$ cat config.mk
export PLATFORM = sky130hd
export DESIGN_NAME = gain_fmt_top
export DESIGN_NICKNAME = d
export VERILOG_FILES = /design/src/rtl/gfmt_pkg.sv /design/src/rtl/gfmt_pick.sv /design/src/rtl/gfmt_sel_reg.sv /design/src/rtl/gfmt_delay.sv /design/src/rtl/gfmt_pack.sv /design/src/rtl/gain_fmt_top.sv
export SDC_FILE = /design/constraint.sdc
export NUM_CORES = 1
export LEC_CHECK = 0
export ABC_AREA = 1
export BUFFER_PORTS_ARGS = -buffer_cell sky130_fd_sc_hd__buf_2
export CORE_UTILIZATION = 45
export CTS_CLUSTER_DIAMETER = 30
export DETAILED_ROUTE_END_ITERATION = 8
export PLACE_DENSITY = 0.76
export SYNTH_ARGS = -nofsm -noshare
export SYNTH_HDL_FRONTEND = slang
export SYNTH_SLANG_ARGS = --single-unit
$ cat constraint.sdc
create_clock -name clk -period 1.1 [get_ports clk]
set_clock_uncertainty 0.05 [all_clocks]
set_input_delay 0.11 -clock clk [delete_from_list [all_inputs] [get_ports clk]]
set_output_delay 0.11 -clock clk [all_outputs]
set_load 0.1 [all_outputs]
$ cat src/rtl/gfmt_pkg.sv
// Package: shared defaults and code names for the gain range formatter.
// Assumes four gain paths ordered from highest to lowest gain.
package gfmt_pkg;
    localparam int DEF_N_PATH  = 4;
    localparam int DEF_MANT_W  = 12;
    localparam int DEF_ADC_LAT = 3;

    typedef enum logic [1:0] {
        RNG_X33 = 2'd0,
        RNG_X9  = 2'd1,
        RNG_X5  = 2'd2,
        RNG_X1  = 2'd3
    } rng_code_e;
endpackage

$ cat src/rtl/gfmt_pick.sv
// Module: priority pick of the highest-gain unsaturated path.
// Assumes sat[0] is the highest gain. With all paths saturated it
// returns the index of the lowest gain path (N_PATH-1).
module gfmt_pick #(
    parameter int N_PATH = 4,
    parameter int CODE_W = $clog2(N_PATH)
) (
    input  logic [N_PATH-1:0] sat,
    output logic [CODE_W-1:0] code
);
    // Scan from lowest gain to highest so the highest unsaturated gain wins.
    always_comb begin
        code = CODE_W'(N_PATH - 1);
        for (int i = N_PATH - 1; i >= 0; i--) begin
            if (!sat[i]) code = CODE_W'(i);
        end
    end
endmodule

$ cat src/rtl/gfmt_sel_reg.sv
// Module: registers the multiplexer select and the sample tag.
// Assumes mon_chan is only used in monitor mode. The reset select is
// the unity-gain path.
module gfmt_sel_reg #(
    parameter int CODE_W = 2
) (
    input  logic              clk,
    input  logic              rst_n,
    input  logic              mon_mode,
    input  logic [CODE_W-1:0] mon_chan,
    input  logic [CODE_W-1:0] pick_code,
    output logic              tag_live,
    output logic              tag_mon,
    output logic [CODE_W-1:0] tag_code
);
    // Capture the select for this sample clock.
    always_ff @(posedge clk) begin
        if (!rst_n) begin
            tag_live <= 1'b0;
            tag_mon  <= 1'b0;
            tag_code <= '1;
        end else begin
            tag_live <= 1'b1;
            tag_mon  <= mon_mode;
            tag_code <= mon_mode ? mon_chan : pick_code;
        end
    end
endmodule

$ cat src/rtl/gfmt_delay.sv
// Module: a fixed-depth register chain that matches the converter latency.
// Assumes DEPTH >= 1. All stages clear on reset.
module gfmt_delay #(
    parameter int W     = 4,
    parameter int DEPTH = 3
) (
    input  logic         clk,
    input  logic         rst_n,
    input  logic [W-1:0] din,
    output logic [W-1:0] dout
);
    logic [W-1:0] stage [DEPTH];

    for (genvar s = 0; s < DEPTH; s++) begin : g_stage
        // Move the tag one stage along the chain.
        always_ff @(posedge clk) begin
            if (!rst_n)      stage[s] <= '0;
            else if (s == 0) stage[s] <= din;
            else             stage[s] <= stage[(s == 0) ? 0 : s - 1];
        end
    end

    assign dout = stage[DEPTH-1];
endmodule

$ cat src/rtl/gfmt_pack.sv
// Module: joins the delayed tag and the mantissa into the output word.
// Assumes the tag arriving here belongs to the sample on adc_data.
// The word is forced to zero while it is not valid.
module gfmt_pack #(
    parameter int CODE_W = 2,
    parameter int MANT_W = 12,
    localparam int WORD_W = 1 + CODE_W + MANT_W
) (
    input  logic              clk,
    input  logic              rst_n,
    input  logic              in_live,
    input  logic              in_mon,
    input  logic [CODE_W-1:0] in_code,
    input  logic [MANT_W-1:0] adc_data,
    output logic [WORD_W-1:0] word_out,
    output logic              word_valid
);
    // Capture the packed word and its valid flag.
    always_ff @(posedge clk) begin
        if (!rst_n) begin
            word_out   <= '0;
            word_valid <= 1'b0;
        end else begin
            word_valid <= in_live;
            word_out   <= in_live ? {in_mon, in_code, adc_data} : '0;
        end
    end
endmodule

$ cat src/rtl/gain_fmt_top.sv
// Module: gain range selector and floating-point formatter, top level.
// Assumes the converter returns the mantissa ADC_LAT cycles after the
// select register changes.
module gain_fmt_top #(
    parameter int N_PATH  = gfmt_pkg::DEF_N_PATH,
    parameter int MANT_W  = gfmt_pkg::DEF_MANT_W,
    parameter int ADC_LAT = gfmt_pkg::DEF_ADC_LAT,
    localparam int CODE_W = $clog2(N_PATH),
    localparam int WORD_W = 1 + CODE_W + MANT_W,
    localparam int TAG_W  = 2 + CODE_W
) (
    input  logic              clk,
    input  logic              rst_n,
    input  logic [N_PATH-1:0] sat_flags,
    input  logic              mon_mode,
    input  logic [CODE_W-1:0] mon_chan,
    input  logic [MANT_W-1:0] adc_data,
    output logic [CODE_W:0]   mux_sel,
    output logic [WORD_W-1:0] word_out,
    output logic              word_valid
);
    logic [CODE_W-1:0] pick_code;
    logic              tag_live;
    logic              tag_mon;
    logic [CODE_W-1:0] tag_code;
    logic [TAG_W-1:0]  tag_late;

    gfmt_pick #(.N_PATH(N_PATH), .CODE_W(CODE_W)) pick_i (
        .sat  (sat_flags),
        .code (pick_code)
    );

    gfmt_sel_reg #(.CODE_W(CODE_W)) sel_i (
        .clk       (clk),
        .rst_n     (rst_n),
        .mon_mode  (mon_mode),
        .mon_chan  (mon_chan),
        .pick_code (pick_code),
        .tag_live  (tag_live),
        .tag_mon   (tag_mon),
        .tag_code  (tag_code)
    );

    assign mux_sel = {tag_mon, tag_code};

    gfmt_delay #(.W(TAG_W), .DEPTH(ADC_LAT)) dly_i (
        .clk   (clk),
        .rst_n (rst_n),
        .din   ({tag_live, tag_mon, tag_code}),
        .dout  (tag_late)
    );

    gfmt_pack #(.CODE_W(CODE_W), .MANT_W(MANT_W)) pack_i (
        .clk        (clk),
        .rst_n      (rst_n),
        .in_live    (tag_late[TAG_W-1]),
        .in_mon     (tag_late[TAG_W-2]),
        .in_code    (tag_late[CODE_W-1:0]),
        .adc_data   (adc_data),
        .word_out   (word_out),
        .word_valid (word_valid)
    );
endmodule

==> results.toml, run 1 <==
[yosys]
synth_seq_cells = 32
avgSynthCellArea_um2 = 9.18
syn_area_um2 = 955
post_synth_inst_count = 104
yosysTopAreaCellShare_pct = 67.1
synth_warnings = 0
synth_cell_types = 11
synth_largest_area_cell = "dfxtp_1"
synth.area.top_cells = "dfxtp_1, inv_1, nand2_1"
synth_seq_area_share_pct = 67.1
syn_nets = 125

[setup_path]
cp-end-kind = "flip-flop"
worstPathRequired_ns = 1.26
r2r_cells = 2
cp_max_fo = 7
cp.arrival_ns = 1.22
r2r_slack_ns = 0.32
crit_type = "in2reg"
r2r_start = "dly_i.stage[2][3]$_SDFF_PN0_"
cp-start-kind = "primary input"
r2r_end = "pack_i.word_out[13]$_SDFF_PN0_"

[sta]
period_needed_ns = 1.06
rsz0062_at_grt = "false"
timing_hold_violations_final = 0
holdWs_ns = 0.0564
fin_crit_sh_pct = 96.4
fin_ws_ns = 0.0399
relSlewSlack_pct = 84.2
setup_violations = 0
max_freq_ghz = 0.943
final-max-slew-violation-count = 0
worst_slew_pin_slew_ns = 0.237
setup_tns_ns = 0

[power]
leakagePower_nw = 0.885
irDropWorstVdd_uv = 982
cellPowerDensity_nw_per_um2 = 1300

[routing]
wirelength_um = 2380
drcViolationCount = 0
drt_first_pass_iters = 4
avgViaCountPerCell = 4.17
num_vias = 805
drt_iter0_drc = 7
ant_nets = 0
routedWlPerCell_um = 12.3

[place]
io_buffers = 38
dp.cells = 167
dp_hpwl_um = 1290
dp_slack_ns = 0.236
gp_congestion = 0.706

[final_layout]
finalNetCount = 186
drive_above_1_share_pct = 34.9
diodes = 0
fillers = 96
final_cells = 193
regArea_um2 = 644
final_common_cell = "inv_1"
multi_input_area_um2 = 175
layout_common_cells = "inv_1, dfxtp_1, buf_12, dlygate4sd3_1, buf_2"
area_growth_pct = 77.9

[floorplanning]
dieArea_um2 = 2310
core_area_um2 = 1980
die_h_um = 48.1
io_pins = 40
core.rowCount = 16
die_w_um = 48.1
start_util_pct = 48.2

[run_status]
status = "complete, no violations"

[clock_tree]
cts_root_buf = "clkbuf_4"
post_cts_buffers = 0
clkTransAtPathRegs_ns = 0.09
cts_tree = "yes"
htree_levels = 2
cts.path.max_buffers = 2
cts_made_buffers = 5
clkLatencyLatePin_ns = 0.33
cts_sinks = 32

[worst_hold_path]
hold_path_depth = 5
hp-class = "in2reg"
whs_endpoint = "sel_i.tag_code[0]$_SDFF_PN1_"
min_from = "sat_flags[2]"

[global_route]
grt_usage_pct = 24.8
grt_max_degree = 17
antenna_found_initial = 0
grt-ovfl-total = 0
grt_pass1_vias = 777
grt_pass1_wl_um = 3350

[job]
drv_cap = 0
==> worst max-delay path, cell delays in order <==
cell and delay (ns):
dlygate4sd3_1 0.54, clkbuf_4 0.19, inv_1 0.08, a21oi_1 0.19, nand2_1 0.11
==> layout make-up <==
type                            count  share of cell area, %
Multi-Input combinational cell     37                   10.3
Inverter                           32                   7.07
Sequential cell                    32                   38.0
Timing Repair Buffer               57                   39.2
Tap cell                           27                   1.99
Clock buffer                        8                   3.46
==> sequential cells by signal, indices dropped and copies added (netlist names) <==
signal	flops
dly_i.stage	12
sel_i.tag_code	2
pack_i.word_valid	1
sel_i.tag_mon	1
pack_i.word_out	15
sel_i.tag_live	1
==> how the worst max path moves through the flow <==
stage,from,to,slack [ns],depth (start not counted)
finish,rst_n,sel_i.tag_code[0]$_SDFF_PN1_,0.04,5
global route,pack_i.word_out[14]$_SDFF_PN0_,word_out[14],0.01,1
CTS,sel_i.tag_mon$_SDFF_PN0_,mux_sel[2],0.03,1
detailed placement,dly_i.stage[2][3]$_SDFF_PN0_,pack_i.word_out[13]$_SDFF_PN0_,0.24,2
global placement,dly_i.stage[2][3]$_SDFF_PN0_,pack_i.word_out[0]$_SDFF_PN0_,0.28,2
floorplan,pack_i.word_out[0]$_SDFF_PN0_,word_out[0],0.03,0
==> metal layers <==
layer,up-vias,wire length (um),global-route usage (%)
met5,-,0,0
met3,4,106,9.43
met4,0,49,16.7
met2,29,1440,50.5
met1,368,775,17.8
li1,404,-,-
==> cell usage after synthesis <==
cell type,instances
dfxtp_1,32
buf_6,1
buf_4,1
a21oi_1,2
inv_1,32
buf_2,1
nand2_2,1
nand3b_1,1
nor2_1,7
nand2_1,17
nor2_2,9
==> metrics by stage <==
| step | power (mW) | util (%) | cell area [um^2] |
|---|---|---|---|
| 3_5_place_dp | 1.48 | 73.2 | 1450 |
| 3_3_place_gp | 1.47 | 73.2 | 1450 |
| 4_1_cts | 2.19 | 85.2 | 1690 |
| 6_report | 2.20 | 85.7 | 1700 |
| 5_1_grt | 2.29 | 85.7 | 1700 |
| 2_1_floorplan | 1.37 | - | 957 |
==> logic make-up after synthesis <==
kind of cell | count (synthesis) | share of synthesized area [%]
AOI/OAI and AO/OA | 2 | 1.05
buffers and inverters | 35 | 15.1
DFF | 32 | 67.1
and+or+nand+nor | 35 | 16.8
==> what timing repair did <==
action / 4_1_cts / 5_1_grt
gates resized for setup: 0 / 3
hold buffers: 18 / 0
endpoints found under the hold margin: 16 / 0
setup endpoints to repair: 0 / 8
==> power breakdown <==
group          leakage, nW  total, mW  internal (mW)  switching, mW
sequential           0.261       1.21           1.19         0.0194
clock               0.0326      0.688          0.315          0.373
combinational        0.591      0.298          0.133          0.165
total                0.885       2.20           1.64          0.557
(Power assumes the default switching activity.)
==> run 2, diff against run 1 <==
--- a/config.mk
+++ b/config.mk
@@ -10,6 +10,7 @@
 export CORE_UTILIZATION = 45
 export CTS_CLUSTER_DIAMETER = 30
 export DETAILED_ROUTE_END_ITERATION = 8
+export GPL_TIMING_DRIVEN = 0
 export PLACE_DENSITY = 0.76
 export SYNTH_ARGS = -nofsm -noshare
 export SYNTH_HDL_FRONTEND = slang
==> results.toml, run 2 (same netlist as run 1, synthesis figures left out) <==
[setup_path]
max_stage_delay_ns = 0.35
r2r_cells = 3
path_delay_family = "flip-flops"
cp-end-kind = "output port"
worstPathRequired_ns = 0.94
path_buf_inv = 1
cp_max_fo = 1
crit_chain = "buf_6"
cp_num_cells = 1
cp.arrival_ns = 0.89
cp-start-kind = "flip-flop"
r2r_slack_ns = 0.27
slowest_stage = "dfxtp_1"
crit_type = "reg2out"

[clock_tree]
clkLatencyLatePin_ns = 0.31
cts_root_buf = "clkbuf_4"
cts_sinks = 32
cts_made_buffers = 5
cts_tree = "yes"
cts.path.max_buffers = 2
htree_levels = 2
clkTransAtPathRegs_ns = 0.08

[job]
drv_cap = 0

[floorplanning]
core.rowCount = 16
die_w_um = 48.1
die_h_um = 48.1
io_pins = 40
core_area_um2 = 1980
dieArea_um2 = 2310
start_util_pct = 48.2

[power]
cellPowerDensity_nw_per_um2 = 1370
total_power_mw = 2.13
irDropWorstVdd_uv = 1090
leakagePower_nw = 0.845

[worst_hold_path]
hp-class = "in2reg"
hold_path_depth = 5

[final_layout]
top_register = "pack_i.word_out"
area_growth_pct = 62.6
diodes = 0
largest_reg_flops = 15
final_common_cell = "inv_1"
layout_common_cells = "inv_1, dfxtp_1, buf_2, dlygate4sd3_1, nand2_1"
multi_input_area_um2 = 170
finalNetCount = 187
fillers = 113
largest_registers = "pack_i.word_out (15), dly_i.stage (12), sel_i.tag_code (2)"
regArea_um2 = 644
drive_above_1_share_pct = 35.3

[global_route]
grt_usage_pct = 18.6
grt_max_degree = 11
grt_pass1_wl_um = 2660
grt-ovfl-total = 0
antenna_found_initial = 0
grt_pass1_vias = 724

[routing]
wirelength_um = 1920
avgViaCountPerCell = 4.06
num_vias = 788
drcViolationCount = 0
met1_length_um = 620
route.met2.wl_um = 1140
drt_iter0_drc = 4
dr_wl_met3_um = 102
drt_first_pass_iters = 3
routedWlPerCell_um = 9.89
ant_nets = 0
routed.top_layer = "met4"

[sta]
relSlewSlack_pct = 86.2
rsz0062_at_grt = "false"
setup_violations = 0
timing_hold_violations_final = 0
holdWs_ns = 0.0322
setup_tns_ns = 0
fin_crit_sh_pct = 95.2
period_needed_ns = 1.05
max_freq_ghz = 0.955
worst_slew_pin_slew_ns = 0.208
final-max-slew-violation-count = 0

[place]
gp_congestion = 0.689
dp_hpwl_um = 1070
io_buffers = 38

[run_status]
status = "complete, no violations"
-- run 2: changes by cell type in the layout (fill, tap and decap cells not counted), sizes merged --
cell and delta:
buf +2, clkbuf -1
-- run 2: worst paths after layout --
path / to / startpoint
max: word_out[4] / pack_i.word_out[4]$_SDFF_PN0_
min: sel_i.tag_code[0]$_SDFF_PN1_ / sat_flags[2]
max reg2reg: pack_i.word_out[4]$_SDFF_PN0_ / dly_i.stage[2][3]$_SDFF_PN0_
min reg2reg: pack_i.word_out[14]$_SDFF_PN0_ / dly_i.stage[2][2]$_SDFF_PN0_
-- run 2: area by class of cell --
cell class,count,area share [%]
sequential,32,41.5
tap,27,2.18
buffer,2,1.05
multi-input combinational,37,11.0
inverter,32,7.74
timing repair buffer,56,32.8
clock buffer,8,3.79
-- run 2: what timing repair did --
action	4_1_cts	5_1_grt
hold buffers	18	0
endpoints found under the setup margin	19	13
setup buffers	0	0
endpoints found under the hold margin	16	0
resized for setup	29	15
-- run 2: metrics by stage --
stage | util (%) | std cells | setup WS [ns] | area [um^2]
finish | 78.3 | 194 | 0.0529 | 1550
global route | 78.3 | 194 | 0.0000708 | 1550
CTS | 75.9 | 195 | 0.000185 | 1500
detailed placement | 59.6 | 169 | 0.118 | 1180
global placement | 59.6 | 169 | 0.135 | 1180
floorplan | - | 104 | 0.0310 | 957
-- run 2: where the power goes --
| group | total (mW) | internal (mW) | leakage [nW] | switching [mW] |
|---|---|---|---|---|
| Sequential | 1.21 | 1.19 | 0.261 | 0.0132 |
| Clock | 0.656 | 0.315 | 0.0326 | 0.341 |
| Combinational | 0.270 | 0.113 | 0.551 | 0.156 |
-- run 2: metal layers --
| layer | track usage (%) | vias up |
|---|---|---|
| li1 | - | 407 |
| met1 | 14.8 | 345 |
| met2 | 34.1 | 28 |
| met3 | 11.7 | 8 |
| met4 | 10.0 | 0 |
| met5 | 0 | - |
==> run 3, diff against run 2 <==
--- a/config.mk
+++ b/config.mk
@@ -11,7 +11,7 @@
 export CTS_CLUSTER_DIAMETER = 30
 export DETAILED_ROUTE_END_ITERATION = 8
 export GPL_TIMING_DRIVEN = 0
-export PLACE_DENSITY = 0.76
+export PLACE_DENSITY = 0.75
 export SYNTH_ARGS = -nofsm -noshare
 export SYNTH_HDL_FRONTEND = slang
 export SYNTH_SLANG_ARGS = --single-unit
==> results.toml, run 3 (same netlist as run 1, synthesis figures left out) <==
[sta]
setup_violations = 0
final-max-slew-violation-count = 0
setup_tns_ns = 0
relSlewSlack_pct = 86.1
timing_hold_violations_final = 0
worst_slew_pin_slew_ns = 0.209
period_needed_ns = 1.07
holdWs_ns = 0.0106
fin_crit_sh_pct = 97.5
max_freq_ghz = 0.933
fin_ws_ns = 0.0276

[setup_path]
cp-end-kind = "output port"
max_stage_delay_ns = 0.40
r2r_cells = 3
crit_chain = "buf_12"
cp.arrival_ns = 0.91
slowest_stage = "dfxtp_1"
r2r_end = "pack_i.word_out[10]$_SDFF_PN0_"
cp_num_cells = 1
r2r_slack_ns = 0.26
crit_end = "word_valid"
worstPathRequired_ns = 0.94
path_delay_family = "flip-flops"
path_buf_inv = 1
r2r_start = "dly_i.stage[2][3]$_SDFF_PN0_"
cp-start-kind = "flip-flop"
crit_type = "reg2out"
cp-startpoint = "pack_i.word_valid$_SDFF_PN0_"
cp_max_fo = 1

[clock_tree]
clkTransAtPathRegs_ns = 0.09
cts_made_buffers = 5
clkLatencyLatePin_ns = 0.32
cts_root_buf = "clkbuf_4"
cts_tree = "yes"
post_cts_buffers = 0
cts_sinks = 32
cts.path.max_buffers = 2
htree_levels = 2

[floorplanning]
core_area_um2 = 1980
die_w_um = 48.1
io_pins = 40
dieArea_um2 = 2310
core.rowCount = 16
die_h_um = 48.1
start_util_pct = 48.2

[routing]
routedWlPerCell_um = 11.5
drcViolationCount = 0
ant_nets = 0
drt_iter0_drc = 5
num_vias = 777
drt_first_pass_iters = 4
wirelength_um = 2200
avgViaCountPerCell = 4.07

[final_layout]
layout_common_cells = "inv_1, dfxtp_1, buf_2, nand2_1, dlygate4sd3_1"
top_register = "pack_i.word_out"
final_common_cell = "inv_1"
final_cells = 191
area_growth_pct = 63.3
largest_reg_flops = 15
largest_registers = "pack_i.word_out (15), dly_i.stage (12), sel_i.tag_code (2)"
finalNetCount = 185
diodes = 0
drive_above_1_share_pct = 37.2

[place]
dp.cells = 169
gp_congestion = 0.651
io_buffers = 38
dp_slack_ns = 0.132
dp_hpwl_um = 1020

[power]
irDropWorstVdd_uv = 1370
cellPowerDensity_nw_per_um2 = 1400
total_power_mw = 2.18
leakagePower_nw = 0.846

[job]
drv_cap = 0

[global_route]
grt_max_degree = 11
grt-ovfl-total = 0
grt_pass1_wl_um = 2770
antenna_found_initial = 0
grt_pass1_vias = 704
grt_usage_pct = 18.8

[worst_hold_path]
hp-class = "in2reg"
min_from = "sat_flags[1]"

[run_status]
status = "complete, no violations"
[run 3: cell types whose count changed in the layout (fill, tap and decap cells not counted)]
| cell | delta |
|---|---|
| dfxtp_2 | +1 |
| buf_8 | -2 |
| dfxtp_1 | -1 |
| clkbuf_8 | +1 |
| dlygate4sd3_1 | -2 |
| buf_12 | +3 |
| buf_6 | -1 |
| clkbuf_1 | -2 |
[run 3: repair_timing]
action / CTS / global route
gates resized for setup: 24 / 25
hold endpoints to repair: 16 / 0
endpoints found under the setup margin: 19 / 18
hold buffers: 16 / 0
[run 3: per-layer routing]
metal  track usage, %  vias up  share of wire [%]
met3             7.92        4                5.0
met2             36.2       28                 62
met5                0        -                  0
met1             17.4      343                 32
met4             6.67        0               0.77
li1                 -      402                  -
[run 3: cell type report]
cell class	count	area (um^2)
timing repair buffer	54	508
fill	132	423
inverter	32	120
tap	27	33.8
clock buffer	7	65.1
sequential	32	646
multi-input combinational	37	170
buffer	2	16.3
[run 3: how the worst min path moves through the flow]
stage                              endpoint  slack [ns]  cells past startpoint
6_report       sel_i.tag_code[0]$_SDFF_PN1_        0.01                      4
5_1_grt        sel_i.tag_code[1]$_SDFF_PN1_       0.007                      3
4_1_cts        sel_i.tag_code[0]$_SDFF_PN1_       0.002                      4
3_5_place_dp         sel_i.tag_live$_DFF_P_        0.27                      1
3_3_place_gp         sel_i.tag_live$_DFF_P_        0.26                      1
2_1_floorplan        sel_i.tag_live$_DFF_P_        0.09                      0
[run 3: where the power goes]
| part | total, mW | switching, mW | internal [mW] | leakage (nW) |
|---|---|---|---|---|
| sequential | 1.21 | 0.0153 | 1.19 | 0.262 |
| combinational | 0.267 | 0.156 | 0.111 | 0.546 |
| clock | 0.708 | 0.346 | 0.362 | 0.0374 |
[run 3: metrics by stage]
stage                     utilization (%)  instance area (um^2)
after floorplan                         -                   957
after global placement               59.6                  1180
after detailed placement             59.6                  1180
after CTS                            74.4                  1470
after global routing                 78.7                  1560
final                                78.7                  1560
